**src/rtl/fu_power_gate.sv**
```systemverilog
module fu_power_gate #(
  parameter int N_UNITS       = 4,
  parameter int IDLE_LIMIT    = 100,
  parameter int SETTLE_CYCLES = 8
) (
  input  logic               clk,
  input  logic               rst_n,
  input  logic [N_UNITS-1:0] active,
  input  logic               sleep_cmd,
  input  logic [N_UNITS-1:0] sleep_mask,
  input  logic [N_UNITS-1:0] wake_req,
  output logic [N_UNITS-1:0] gate_en,
  output logic [N_UNITS-1:0] ready,
  output logic [N_UNITS-1:0] stall
);

  localparam int CMAX = (IDLE_LIMIT > SETTLE_CYCLES) ? IDLE_LIMIT : SETTLE_CYCLES;
  localparam int CW   = $clog2(CMAX + 1);
  localparam logic [CW-1:0] IDLE_TOP    = CW'(IDLE_LIMIT);
  localparam logic [CW-1:0] SETTLE_LAST = CW'(SETTLE_CYCLES - 1);

  typedef enum logic [1:0] {S_ON, S_PEND, S_OFF, S_WAKE} pw_state_t;

  for (genvar g = 0; g < N_UNITS; g++) begin : g_unit
    pw_state_t     st;
    logic [CW-1:0] cnt;
    wire           hit = sleep_cmd & sleep_mask[g];

    always_ff @(posedge clk or negedge rst_n) begin
      if (!rst_n) begin
        st  <= S_ON;
        cnt <= '0;
      end else begin
        case (st)
          S_ON: begin
            if (hit || (!active[g] && cnt == IDLE_TOP)) st <= S_PEND;
            if (active[g])            cnt <= '0;
            else if (cnt != IDLE_TOP) cnt <= cnt + 1'b1;
          end
          S_PEND: begin
            if (wake_req[g]) begin
              st  <= S_ON;
              cnt <= '0;
            end else if (!active[g]) begin
              st <= S_OFF;
            end
          end
          S_OFF: begin
            if (wake_req[g] || active[g]) begin
              st  <= S_WAKE;
              cnt <= '0;
            end
          end
          default: begin
            if (cnt == SETTLE_LAST) begin
              st  <= S_ON;
              cnt <= '0;
            end else begin
              cnt <= cnt + 1'b1;
            end
          end
        endcase
      end
    end

    assign gate_en[g] = (st != S_OFF);
    assign ready[g]   = (st == S_ON) || (st == S_PEND);
    assign stall[g]   = (st == S_WAKE) || (st == S_OFF && active[g]);
  end

endmodule

```
**config.mk**
```make
export PLATFORM = sky130hd
export DESIGN_NAME = fu_power_gate
export DESIGN_NICKNAME = d
export VERILOG_FILES = /design/src/rtl/fu_power_gate.sv
export SDC_FILE = /design/constraint.sdc
export NUM_CORES = 1
export LEC_CHECK = 0
export ABC_AREA = 1
export BUFFER_PORTS_ARGS = -buffer_cell sky130_fd_sc_hd__buf_2
export CORE_MARGIN = 5
export CORE_UTILIZATION = 35
export DETAILED_ROUTE_END_ITERATION = 6
export GPL_TIMING_DRIVEN = 0
export PLACE_DENSITY_LB_ADDON = 0.1
export SLEW_MARGIN = 20
export SYNTH_ARGS = -nofsm -noshare
export SYNTH_HDL_FRONTEND = slang
export SYNTH_SLANG_ARGS = --single-unit
```
**constraint.sdc**
```tcl
create_clock -name clk -period 1.8 [get_ports clk]
set_clock_uncertainty 0.15 [all_clocks]
set_input_delay 0.18 -clock clk [delete_from_list [all_inputs] [get_ports clk]]
set_output_delay 0.18 -clock clk [all_outputs]
set_load 0.005 [all_outputs]
```
==> key figures <==
Place
  – Gpl congestion: 0.8000
  – DP Wirelength: 4.680 mm
  – Place WS: -0.02764 ns
  – Port Buffers: 26
  – Inst Count DP: 562
  – Placed cell area: 3124 um2

Floorplan
  – Core area: 8093 um2
  – Row count: 33
  – I/O pin total: 27
  – Die Ht: 100.4 um
  – Die boundary width: 100.4 um
  – Initial core utilization: 35.37%
  – Die Area: 10090 um2

Detailed routing
  – Routed length per instance: 10.54 um
  – Routed Antenna Nets: 0
  – Number of DRC markers in iteration 0: 74
  – Drc violations: 0
  – Vias/cell: 4.598
  – Detailed Routing Iterations Pass 1: 4
  – Vias: 2653
  – WL final: 6.083 mm

Synthesis
  – Commonest cells post-synth: nand2_1 (133), inv_1 (67), nor2_1 (49)
  – Post-Synthesis Cell Area: 2863 um2
  – Synth warn: 0
  – Primary FF master, synth: dfrtp_1
  – Async S/R FF share, synth: 100.0%
  – Share of the synthesized area in the top cell type: 31.47%
  – Cell count after synthesis: 431
  – Mean post-synth cell area: 6.642 um2
  – Most common cell in the synthesized netlist: nand2_1
  – Number of synthesized flops with an enable pin: 0
  – Synth unique cells: 26
  – Post-synthesis register bit count: 36
  – Largest cells by area after synthesis: dfrtp_1 (31%), nand2_1 (17%), ha_1 (10%)
  – Yosys top cell by area: dfrtp_1
  – Syn Nets: 470
  – Sequential-to-total area share from yosys stat: 31.47%

Finish
  – Post-route cell area: 3363 um2
  – Synth-to-Final Area Change: 17.48%
  – Layout Nets: 510
  – Layout cells sized above 1: 17.80%
  – Finished Layout Cells: 577
  – Diode count: 0

Global route
  – Grt total ovfl: 0
  – Largest net degree at the start of global routing: 37
  – GRT Resource Usage Total: 12.88%
  – Initial antenna violation count: 0
  – Vias in the first global route: 2463
  – Wire length of the first global-routing pass: 10.65 mm

CTS
  – CTS Root Cell: clkbuf_8
  – Clock tree buffer depth: 2
  – CTS tree: yes
  – Clk sink count: 36
  – Clk_lat worst skew: 0.29 ns
  – Clock slew seen by the registers of the worst setup and hold paths: 0.08 ns
  – Number of buffers created by CTS: 5
  – H-tree depth: 2

Critical path
  – R2R cell count: 10
  – Flop2flop setup slack: 0.14 ns
  – Crit path buf inv count: 3
  – Critical path class: flip-flop to output pin
  – CP top delay family: flip-flops
  – CP Launch Type: flip-flop
  – Data arrival, critical path: 1.41 ns
  – Worst path max stage delay: 0.43 ns
  – Reg2reg end: g_unit[0].cnt[6]
  – Data required, critical path: 1.47 ns
  – CP dominant cell by count: inv_1
  – Worst path cell trace: inv_1, ha_2, inv_1, o21ai_0, buf_2
  – Reg2Reg Launch Point: g_unit[0].st[1]
  – CP Max Fanout: 5
  – Slowest CP cell: dfrtp_1
  – Worst setup EP type: output pin

STA
  – Post-layout minimum cycle time: 1.738 ns
  – Slew @ Worst Pin: 0.8306 ns
  – Max-slew violations: 0
  – RSZ-0062 raised after global routing: true
  – Final setup violation count: 0
  – Max_slew headroom: 44.63%
  – Tcrit/Tclk final: 96.54%
  – Fin. Hold Viols: 0
  – Final worst slack: 0.06228 ns
  – Fmax: 575.5 MHz

Pwr
  – PD cells: 1162 nW/um2
  – P_leak: 1.753 nW
  – Max VDD drop: 0.4052 mV

Hold path
  – Hold Startpoint: sleep_mask[2]
  – Worst hold stages: 5
  – Hold WC Path Type: input pin to flip-flop
  – Hold Path Sink: g_unit[2].st[1]

Flow run
  – Max Cap Violations: 0

Status
  – Status: complete, no violations
==> layer usage <==
layer  part of all wire (%)  global-route usage, %  wire [um]
met5                      0                      0          0
met2                     47                  21.61       2882
met3                    2.5                  2.571        151
met4                    1.2                  4.145         74
met1                     49                  16.59       2974
==> how the worst max path moves through the flow <==
| stage | from | endpoint | slack [ns] | cells after the start |
|---|---|---|---|---|
| 2_1_floorplan | g_unit[1].st[1] | g_unit[1].cnt[5] | 0.27 | 8 |
| 3_3_place_gp | g_unit[1].st[1] | g_unit[1].cnt[1] | -0.01 | 8 |
| 3_5_place_dp | g_unit[1].st[1] | g_unit[1].cnt[0] | -0.03 | 8 |
| 4_1_cts | g_unit[0].st[1] | ready[0] | 0.02 | 5 |
| 5_1_grt | g_unit[0].st[0] | stall[0] | -0.03 | 5 |
| 6_report | g_unit[3].st[0] | stall[3] | 0.06 | 5 |
==> stage by stage <==
step	hold WS (ns)	setup TNS, ns	utilization, %	power, mW
after CTS	0.1000	0	40.52	3.832
after global placement	0.1784	-0.02358	38.61	2.964
final	0.1014	0	41.56	3.908
after detailed placement	0.1896	-0.06766	38.61	2.980
after global routing	0.1292	-0.1513	41.56	4.316
after floorplan	-0.2656	0	-	2.478
==> report_power, final <==
| part | total (mW) | internal [mW] | switching (mW) |
|---|---|---|---|
| Combinational | 1.99 | 0.788 | 1.20 |
| Clock | 0.787 | 0.489 | 0.298 |
| Sequential | 1.13 | 0.973 | 0.162 |
==> kinds of logic after synthesis <==
kind of cell    synth area share, %
compound gates                10.14
xor+xnor                     0.3060
fa+ha+maj                     10.49
buf+inv                       10.05
flops                         31.47
simple gates                  37.54
==> worst min-delay path: cells and delay by family <==
family	cells	cell delay, ns
buf+inv	1	0.07
simple gates	3	0.20
compound gates	1	0.05
==> what timing repair did <==
action / 4_1_cts / 5_1_grt
gates resized for setup: 1 / 20
setup endpoints to repair: 7 / 29
hold buffers: 1 / 0
hold endpoints to repair: 36 / 0
pin swaps: 0 / 1
buffers inserted: 2 / 4
==> placed cells by master (no fill, tap or decap), types with 2 or more instances in the layout <==
cell type | netlist | routed
a21oi_2 | 1 | 2
ha_2 | 0 | 7
o21ai_1 | 8 | 8
o21ai_0 | 28 | 26
dfrtp_1 | 36 | 35
inv_1 | 67 | 65
nor2_1 | 49 | 48
inv_2 | 8 | 9
nor2_4 | 2 | 2
nand4_1 | 8 | 8
nand3b_1 | 3 | 3
inv_4 | 1 | 2
o21bai_1 | 6 | 6
nand2_4 | 4 | 4
buf_4 | 0 | 6
buf_2 | 0 | 26
nand2_1 | 133 | 133
a21oi_1 | 8 | 7
clkbuf_8 | 0 | 7
nand3_1 | 31 | 31
nor2_2 | 4 | 5
nand2_2 | 3 | 3
ha_1 | 24 | 16
==> layout make-up <==
type / count / area (um2)
Clock buffer: 7 / 96.34
Clock inverter: 1 / 30.03
Fill cell: 892 / 4730
Inverter: 76 / 290.3
Multi-Input combinational cell: 319 / 1728
Sequential cell: 36 / 902.1
Tap cell: 105 / 131.4
Timing Repair Buffer: 33 / 185.2
==> state kept, by name (all words and copies together), names as in the netlist <==
register    count
g_unit.st       8
g_unit.cnt     28
No activity file was read; power rests on OpenSTA's default activity.
